**src/rtl/gpio_port_pkg.sv**
```systemverilog
package gpio_port_pkg;

  // Word indices (byte offset / 4). Software decodes these, so they are fixed.
  localparam int unsigned WORD_DATA = 0;
  localparam int unsigned WORD_SET  = 1;
  localparam int unsigned WORD_CLR  = 2;
  localparam int unsigned WORD_TGL  = 3;
  localparam int unsigned WORD_PIN  = 4;
  localparam int unsigned WORD_DIR  = 5;

  typedef struct packed {
    logic data;
    logic set;
    logic clr;
    logic tgl;
    logic pin;
    logic dir;
  } reg_sel_t;

endpackage

```
**src/rtl/gpio_port_rst_sync.sv**
```systemverilog
module gpio_port_rst_sync #(
  parameter int unsigned STAGES = 2
) (
  input  logic clk,
  input  logic rst_n,
  output logic rst_sync_n
);

  logic [STAGES-1:0] shift_q;
  logic [STAGES-1:0] shift_d;

  always_comb begin
    shift_d = {shift_q[STAGES-2:0], 1'b1};
  end

  always_ff @(posedge clk or negedge rst_n) begin
    if (!rst_n) begin
      shift_q <= '0;
    end else begin
      shift_q <= shift_d;
    end
  end

  assign rst_sync_n = shift_q[STAGES-1];

endmodule

```
**src/rtl/gpio_port_sync.sv**
```systemverilog
module gpio_port_sync #(
  parameter int unsigned WIDTH  = 32,
  parameter int unsigned STAGES = 2
) (
  input  logic             clk,
  input  logic             rst_n,
  input  logic [WIDTH-1:0] async_i,
  output logic [WIDTH-1:0] sync_o
);

  logic [WIDTH-1:0] stage_q [STAGES];

  for (genvar g = 0; g < STAGES; g++) begin : g_stage
    logic [WIDTH-1:0] stage_d;
    if (g == 0) begin : g_first
      assign stage_d = async_i;
    end else begin : g_next
      assign stage_d = stage_q[g-1];
    end
    always_ff @(posedge clk or negedge rst_n) begin
      if (!rst_n) begin
        stage_q[g] <= '0;
      end else begin
        stage_q[g] <= stage_d;
      end
    end
  end

  assign sync_o = stage_q[STAGES-1];

endmodule

```
**src/rtl/gpio_port_decode.sv**
```systemverilog
module gpio_port_decode
  import gpio_port_pkg::*;
#(
  parameter int unsigned ADDR_W = 5
) (
  input  logic [ADDR_W-1:0] addr,
  output reg_sel_t          sel
);

  localparam int unsigned WORD_W = ADDR_W - 2;

  logic              aligned;
  logic [WORD_W-1:0] word;

  always_comb begin
    aligned  = (addr[1:0] == 2'b00);
    word     = addr[ADDR_W-1:2];
    sel.data = aligned && (word == WORD_W'(WORD_DATA));
    sel.set  = aligned && (word == WORD_W'(WORD_SET));
    sel.clr  = aligned && (word == WORD_W'(WORD_CLR));
    sel.tgl  = aligned && (word == WORD_W'(WORD_TGL));
    sel.pin  = aligned && (word == WORD_W'(WORD_PIN));
    sel.dir  = aligned && (word == WORD_W'(WORD_DIR));
  end

endmodule

```
**src/rtl/gpio_port_regs.sv**
```systemverilog
module gpio_port_regs
  import gpio_port_pkg::*;
#(
  parameter int unsigned WIDTH = 32
) (
  input  logic             clk,
  input  logic             rst_n,
  input  logic             wr_en,
  input  reg_sel_t         sel,
  input  logic [WIDTH-1:0] wdata,
  output logic [WIDTH-1:0] latch_q,
  output logic [WIDTH-1:0] dir_q
);

  logic [WIDTH-1:0] latch_d;
  logic             latch_en;
  logic [WIDTH-1:0] dir_d;
  logic             dir_en;

  always_comb begin
    latch_en = wr_en && (sel.data || sel.set || sel.clr || sel.tgl);
    latch_d  = latch_q;
    if (sel.data) begin
      latch_d = wdata;
    end else if (sel.set) begin
      latch_d = latch_q | wdata;
    end else if (sel.clr) begin
      latch_d = latch_q & ~wdata;
    end else if (sel.tgl) begin
      latch_d = latch_q ^ wdata;
    end
    dir_en = wr_en && sel.dir;
    dir_d  = wdata;
  end

  always_ff @(posedge clk or negedge rst_n) begin
    if (!rst_n) begin
      latch_q <= '0;
    end else if (latch_en) begin
      latch_q <= latch_d;
    end
  end

  always_ff @(posedge clk or negedge rst_n) begin
    if (!rst_n) begin
      dir_q <= '0;
    end else if (dir_en) begin
      dir_q <= dir_d;
    end
  end

endmodule

```
**src/rtl/gpio_port.sv**
```systemverilog
module gpio_port
  import gpio_port_pkg::*;
#(
  parameter int unsigned PIN_COUNT   = 32,
  parameter int unsigned ADDR_W      = 5,
  parameter int unsigned SYNC_STAGES = 2,
  parameter int unsigned RST_STAGES  = 2
) (
  input  logic                 clk,
  input  logic                 rst_n,
  input  logic                 bus_wr,
  input  logic                 bus_rd,
  input  logic [ADDR_W-1:0]    bus_addr,
  input  logic [PIN_COUNT-1:0] bus_wdata,
  output logic [PIN_COUNT-1:0] bus_rdata,
  input  logic [PIN_COUNT-1:0] pad_in,
  output logic [PIN_COUNT-1:0] pad_out,
  output logic [PIN_COUNT-1:0] pad_oe
);

  logic                 rst_sync_n;
  reg_sel_t             sel;
  logic [PIN_COUNT-1:0] latch_q;
  logic [PIN_COUNT-1:0] dir_q;
  logic [PIN_COUNT-1:0] pin_sync;
  logic [PIN_COUNT-1:0] rdata_d;
  logic [PIN_COUNT-1:0] rdata_q;
  logic                 rdata_en;

  gpio_port_rst_sync #(.STAGES(RST_STAGES)) u_rst_sync (
    .clk        (clk),
    .rst_n      (rst_n),
    .rst_sync_n (rst_sync_n)
  );

  gpio_port_sync #(.WIDTH(PIN_COUNT), .STAGES(SYNC_STAGES)) u_pin_sync (
    .clk     (clk),
    .rst_n   (rst_sync_n),
    .async_i (pad_in),
    .sync_o  (pin_sync)
  );

  gpio_port_decode #(.ADDR_W(ADDR_W)) u_decode (
    .addr (bus_addr),
    .sel  (sel)
  );

  gpio_port_regs #(.WIDTH(PIN_COUNT)) u_regs (
    .clk     (clk),
    .rst_n   (rst_sync_n),
    .wr_en   (bus_wr),
    .sel     (sel),
    .wdata   (bus_wdata),
    .latch_q (latch_q),
    .dir_q   (dir_q)
  );

  always_comb begin
    rdata_en = bus_rd;
    rdata_d  = '0;
    if (sel.data) begin
      rdata_d = latch_q;
    end else if (sel.pin) begin
      rdata_d = pin_sync;
    end else if (sel.dir) begin
      rdata_d = dir_q;
    end
  end

  always_ff @(posedge clk or negedge rst_sync_n) begin
    if (!rst_sync_n) begin
      rdata_q <= '0;
    end else if (rdata_en) begin
      rdata_q <= rdata_d;
    end
  end

  assign bus_rdata = rdata_q;
  assign pad_out   = latch_q;
  assign pad_oe    = dir_q;

endmodule

```
**config.mk**
```make
export PLATFORM = sky130hd
export DESIGN_NAME = gpio_port
export DESIGN_NICKNAME = d
export VERILOG_FILES = /design/src/rtl/gpio_port_pkg.sv /design/src/rtl/gpio_port_rst_sync.sv /design/src/rtl/gpio_port_sync.sv /design/src/rtl/gpio_port_decode.sv /design/src/rtl/gpio_port_regs.sv /design/src/rtl/gpio_port.sv
export SDC_FILE = /design/constraint.sdc
export NUM_CORES = 1
export LEC_CHECK = 0
export BUFFER_PORTS_ARGS = -buffer_cell sky130_fd_sc_hd__buf_2
export CELL_PAD_IN_SITES_DETAIL_PLACEMENT = 2
export CELL_PAD_IN_SITES_GLOBAL_PLACEMENT = 2
export CORE_UTILIZATION = 30
export CTS_CLUSTER_DIAMETER = 100
export CTS_CLUSTER_SIZE = 28
export DETAILED_ROUTE_END_ITERATION = 10
export GPL_ROUTABILITY_DRIVEN = 1
export PLACE_DENSITY_LB_ADDON = 0.05
export SETUP_SLACK_MARGIN = 0.5
export SLEW_MARGIN = 20
export SYNTH_ARGS = -nofsm -noshare
export SYNTH_HDL_FRONTEND = slang
export SYNTH_SLANG_ARGS = --single-unit
export TNS_END_PERCENT = 1
```
**constraint.sdc**
```tcl
create_clock -name clk -period 4.8 [get_ports clk]
set_input_delay 0.24 -clock clk [delete_from_list [all_inputs] [get_ports clk]]
set_output_delay 0.24 -clock clk [all_outputs]
set_load 0.01 [all_outputs]
```
==> impl_metrics.yaml, run 1 <==
floorplanning:
  rows: 59
  die-area_um2: 27030
  initial_core_util_pct: 30.45
  ios: 169
  die_w_um: 164.4
  core_area_um2: 25980
  die_h_um: 164.4
cells_and_area:
  drive_gt1_share_pct: 33.60
  multi_input_area_um2: 3418
  regArea_um2: 4058
  final_nets: 1002
  fin_util_pct: 38.38
  area_delta_synth_final_pct: 26.03
  antennaDiodeCount: 0
  num-fill-cells: 2765
  postLayoutCellArea_um2: 9972
  fin_cells: 1213
logic_synthesis:
  netlist_area_um2: 7913
  ys_seq_area_share_pct: 51.23
  synth_seq_cells: 162
  synth_area_leaders: "dfrtp_1 51%, ha_1 10%, mux2_2 9.1%, a32oi_1 3.5%, mux2i_1 3.2%"
  yosysUniqueCellTypes: 26
  yosys.area.top_type_share_pct: 51.23
  yosysWarnings: 0
  synthCells: 687
  syn-num-nets: 824
  yosysTopAreaCell: "dfrtp_1"
  avgSynthCellArea_um2: 11.52
timing:
  finalSetupTns_ns: 0
  drv_slew: 0
  layout_setup_ws_ns: 2.743
  worst_hold_slack_ns: 0.07649
  tightest_slew_ns: 0.9346
  hold_viol: 0
  setup_viol: 0
  min_period_over_period_pct: 42.85
  max_freq_ghz: 0.4861
  clock_skew_ns: 0.01258
  rsz0062_at_grt: "no"
  finalCriticalPeriod_ns: 2.057
  relSlewSlack_pct: 37.69
placed_design:
  gp_congestion: 0.6773
  dp_slack_ns: 1.930
  dp_cells: 1148
  place_area_um2: 9062
  io_buffers: 168
  dpl.hpwl_um: 16160
clock_tree:
  h-tree-depth: 4
  cts_tree: "done"
  post_cts_buffers: 0
  clock-sinks: 162
  clk_pin_slew_ns: 0.08
  clock_path_buffers: 2
  root_buffer: "clkbuf_16"
  clk_latency_ns: 0.43
  cts_buffers: 17
run_status:
  status: "finished, final reports clean"
route:
  initialDrtViolationCount: 262
  totalWireLength_um: 25490
  dr.pass1.iters: 4
  drc: 0
  routedWlPerCell_um: 21.01
  viasPerCell: 5.063
  ant_nets: 0
  vias: 6141
grt:
  grt_max_degree: 124
  antenna_found_initial: 0
  grt_pass1_vias: 6851
  grt_pass1_wl_um: 39530
  track_usage_pct: 19.53
  gr-total-overflow: 0
pwr:
  power.density_nw_per_um2: 386.1
  p_clk_share_pct: 35.6
  ir_drop_mv: 0.1932
  switchingPower_mw: 1.224
  p_int_mw: 2.626
  leakage_nw: 4.830
  pwr-share-seq_pct: 44.3
  power_mw: 3.850
  swShare_pct: 31.79
  power_frac_comb_pct: 20.1
critical_path:
  reg2reg_from: "u_regs.latch_q[1]"
  worstPathRequired_ns: 5.11
  worstPathArrival_ns: 2.37
  worstSetupPathType: "input pin to register"
  cp_max_fo: 66
  worstSetupStartpointType: "input pin"
  crit_start: "bus_addr[2]"
  critPathCaptureType: "register"
min_path:
  hold_start: "bus_wdata[25]"
  hold_path.class: "input pin to register"
flow_run:
  maxCapViolations: 0
[synth_stat cells]
cell / number
a211oi_1: 25
conb_1: 1
dfrtp_1: 162
or2_2: 7
buf_2: 8
or3_1: 1
nor2b_1: 1
mux2i_1: 25
inv_1: 64
nor3_1: 33
nor4_2: 1
clkbuf_1: 34
buf_1: 5
a21oi_1: 39
and3b_1: 2
nand2b_1: 1
nand2_1: 15
nand3_1: 26
o41ai_2: 7
or4b_4: 1
a22o_1: 25
ha_1: 64
mux2_2: 64
buf_6: 5
nor2_1: 39
a32oi_1: 32
[timing repair]
action,CTS,global route
hold endpoints to repair,34,0
hold buffers,33,0
gates resized for setup,0,0
[routing by layer]
metal  GRT usage, %  up-vias  wire [um]
li1               -     2788          -
met1          25.61     3197      11640
met2          32.76      132      12520
met3          3.315       24        888
met4          6.088        0        438
met5              0        -          0
[power by group through the flow]
stage	clock network (mW)	registers [mW]	logic, mW
6_report	1.37	1.70	0.774
5_1_grt	1.46	1.73	0.863
4_1_cts	1.42	1.71	0.793
3_5_place_dp	0	1.73	0.764
3_3_place_gp	0	1.72	0.710
2_1_floorplan	0	1.75	0.372
[cell families after synthesis]
logic type                 Yosys count  share of synthesized area, %
AOI/OAI and AO/OA                  128                         12.59
adders and majority gates           64                         10.12
buffers and inverters              116                         6.104
DFF                                162                         51.23
muxes                               89                         12.27
other                                1                       0.04739
and+or+nand+nor                    127                         7.638
[state kept, by name (all words and copies together), names as in the netlist]
signal                      flops
u_rst_sync.shift_q              2
u_regs.latch_q                 32
u_regs.dir_q                   32
bus_rdata                      32
u_pin_sync.g_stage.stage_d     32
u_pin_sync.sync_o              32
[final timing paths]
check	slack [ns]	depth (start not counted)	endpoint
max	2.74	5	u_regs.latch_q[1]
min	0.08	2	u_regs.dir_q[25]
max reg2reg	3.30	5	u_regs.latch_q[1]
min reg2reg	0.32	0	u_pin_sync.g_stage[1].stage_d[27]
max in group asynchronous	3.32	1	u_regs.dir_q[14]
min in group asynchronous	0.11	2	u_rst_sync.shift_q[0]
[layout by cell type (no fill, tap or decap), types with 15 or more instances in the layout]
| cell | netlist | final |
|---|---|---|
| buf_2 | 8 | 167 |
| a22o_1 | 25 | 25 |
| dlygate4sd3_1 | 0 | 33 |
| nor3_1 | 33 | 32 |
| mux2_2 | 64 | 64 |
| nand3_1 | 26 | 25 |
| a211oi_1 | 25 | 25 |
| dfrtp_1 | 162 | 161 |
| inv_1 | 64 | 64 |
| a21oi_1 | 39 | 39 |
| clkbuf_16 | 0 | 17 |
| a32oi_1 | 32 | 32 |
| nand2_1 | 15 | 15 |
| ha_1 | 64 | 64 |
| mux2i_1 | 25 | 25 |
| nor2_1 | 39 | 38 |
[worst max-delay path, cell delays in order]
cell     delay (ns)
buf_4          0.13
buf_4          0.72
nor2b_4        0.79
nand3_1        0.19
a22o_1         0.23
[area by class of cell]
class | instances | share of cell area (%)
Clock buffer | 18 | 4.304
Clock inverter | 14 | 1.430
Inverter | 64 | 2.409
Multi-Input combinational cell | 409 | 34.28
Sequential cell | 162 | 40.69
Tap cell | 335 | 4.203
Timing Repair Buffer | 211 | 12.69
(Power assumes the default switching activity.)
==> run 2, diff against run 1 <==
- clock period: 4.8 -> 1.99 ns (I/O delays scaled with it)
==> run 2 against run 1 <==
  * First-iteration DRC count is 0.76% higher
  * Count of clock-buffer cells in the layout is 1 higher
  * Clock skew is 0.0036 ns higher
  * Design area is 5.0% higher
  * Worst hold slack better by 0.11 ns
  * Largest cell class unchanged
  * Flip-flop and latch count stayed put
  * Highest routed layer unchanged
  * Power is 150% higher
  * Sequential share of layout area is 1.9 points lower
  * Global-route usage is 0.60 points higher
  * Utilization is 1.9 points higher
  * Clock power is 150% higher
  * Worst setup slack worse by 2.2 ns
==> impl_metrics.yaml, run 2 (same netlist as run 1, synthesis figures left out) <==
clock_tree:
  clock_path_buffers: 2
  root_buffer: "clkbuf_16"
  clk_pin_slew_ns: 0.06
  h-tree-depth: 4
  clock-sinks: 162
  cts_buffers: 17
  cts_tree: "done"
  clk_latency_ns: 0.44
grt:
  gr-total-overflow: 0
  grt_pass1_vias: 7209
  grt_max_degree: 87
  grt_pass1_wl_um: 40720
  antenna_found_initial: 0
  track_usage_pct: 20.13
route:
  vias: 6317
  initialDrtViolationCount: 264
  ant_nets: 0
  dr.pass1.iters: 4
  totalWireLength_um: 26050
  drc: 0
  viasPerCell: 5.042
  routedWlPerCell_um: 20.79
timing:
  tightest_slew_ns: 0.5168
  max_freq_ghz: 0.7032
  min_period_over_period_pct: 71.47
  relSlewSlack_pct: 65.54
  hold_viol: 0
  clock_skew_ns: 0.01620
  finalSetupTns_ns: 0
  finalCriticalPeriod_ns: 1.422
  drv_slew: 0
  setup_viol: 0
  rsz0062_at_grt: "yes"
critical_path:
  path_cells: "inv_1 > ha_1 > mux2i_1 > a211oi_1 > a22o_1"
  regToRegSetupSlack_ns: 0.57
  worstPathRequired_ns: 2.35
  worstPathArrival_ns: 1.79
  critPathTopFamily: "compound AO/OA/AOI/OAI gates"
  critPathCaptureType: "register"
  worstSetupStartpointType: "register"
  critPathSlowestCell: "dfrtp_1"
  cp_num_buf_inv: 1
  slowest_delay_ns: 0.43
  cp_max_fo: 5
  worstSetupPathType: "register to register"
floorplanning:
  initial_core_util_pct: 30.45
  die_w_um: 164.4
  core_area_um2: 25980
  ios: 169
  rows: 59
  die-area_um2: 27030
  die_h_um: 164.4
cells_and_area:
  drive_gt1_share_pct: 33.01
  layout_common_cells: "167 x buf_2, 160 x dfrtp_1, 66 x dlygate4sd3_1"
  area_delta_synth_final_pct: 32.31
  final_common_cell: "buf_2"
  num-fill-cells: 2777
  fin_cells: 1253
  antennaDiodeCount: 0
  final_nets: 1042
min_path:
  hold_path.class: "input pin to register"
placed_design:
  dp_cells: 1155
  gp_congestion: 0.7265
  io_buffers: 168
  dpl.hpwl_um: 16840
pwr:
  power.density_nw_per_um2: 905.3
  leakage_nw: 5.048
  ir_drop_mv: 0.4519
run_status:
  status: "finished, final reports clean"
flow_run:
  maxCapViolations: 0
[run 2: cell types whose count changed in the layout (fill, tap and decap cells not counted), moves of 3 or more]
cell	previous run	this run
clkinv_4	1	4
buf_12	1	9
inv_6	6	2
dlygate4sd3_1	33	66
[run 2: path summary, 6_finish.rpt]
path,startpoint,cells past startpoint,endpoint
hold reg to reg,u_pin_sync.g_stage[1].stage_d[14],0,u_pin_sync.sync_o[14]
setup / recovery,u_regs.latch_q[26],5,u_regs.latch_q[26]
setup reg to reg,u_regs.latch_q[26],5,u_regs.latch_q[26]
hold / removal,bus_rd,3,bus_rdata[2]
max in group asynchronous,u_rst_sync.shift_q[1],1,bus_rdata[6]
min in group asynchronous,u_rst_sync.shift_q[1],1,bus_rdata[24]
[run 2: what timing repair did]
action,CTS,global route
gates resized for setup,0,1
setup endpoints to repair,0,3
hold buffers,66,0
setup buffers,0,0
hold endpoints to repair,66,0
[run 2: worst register-to-register path: cells and delay by family, from the launching register on]
| kind | cells | cell delay, ns |
|---|---|---|
| compound gates | 2 | 0.51 |
| buf+inv | 1 | 0.07 |
| mux | 1 | 0.07 |
| fa+ha+maj | 1 | 0.27 |
| flops | 1 | 0.43 |
[run 2: per-layer routing]
layer / global-route usage, % / up-vias / routed length (um)
met5: 0 / - / 0
met4: 6.631 / 0 / 432
met3: 3.491 / 32 / 1132
met2: 35.67 / 141 / 13260
met1: 24.62 / 3270 / 11220
li1: - / 2874 / -
[run 2: metrics by stage]
step           instance area, um^2  util [%]  setup WS (ns)  power (mW)  hold WS, ns
2_1_floorplan                 7916         -         0.3078       5.121      -0.1961
3_3_place_gp                  9211     35.45         0.4163       5.876      -0.1151
3_5_place_dp                  9211     35.45         0.3133       6.052      -0.1117
4_1_cts                      10470     40.28         0.5582       9.647       0.1750
5_1_grt                      10470     40.29         0.4917       9.994       0.2042
6_report                     10470     40.29         0.5678       9.477       0.1865
[run 2: cell type report]
class	count	area, um^2	share of cell area (%)
multi-input combinational	409	3411	32.58
clock buffer	19	442.9	4.231
inverter	64	240.2	2.295
timing repair buffer	251	1744	16.66
tap	335	419.2	4.004
clock inverter	13	152.6	1.458
sequential	162	4059	38.77
[run 2: power breakdown]
group	internal (mW)	switching [mW]	total, mW
Sequential	3.69	0.407	4.09
Combinational	0.942	1.03	1.97
Clock	1.91	1.50	3.42
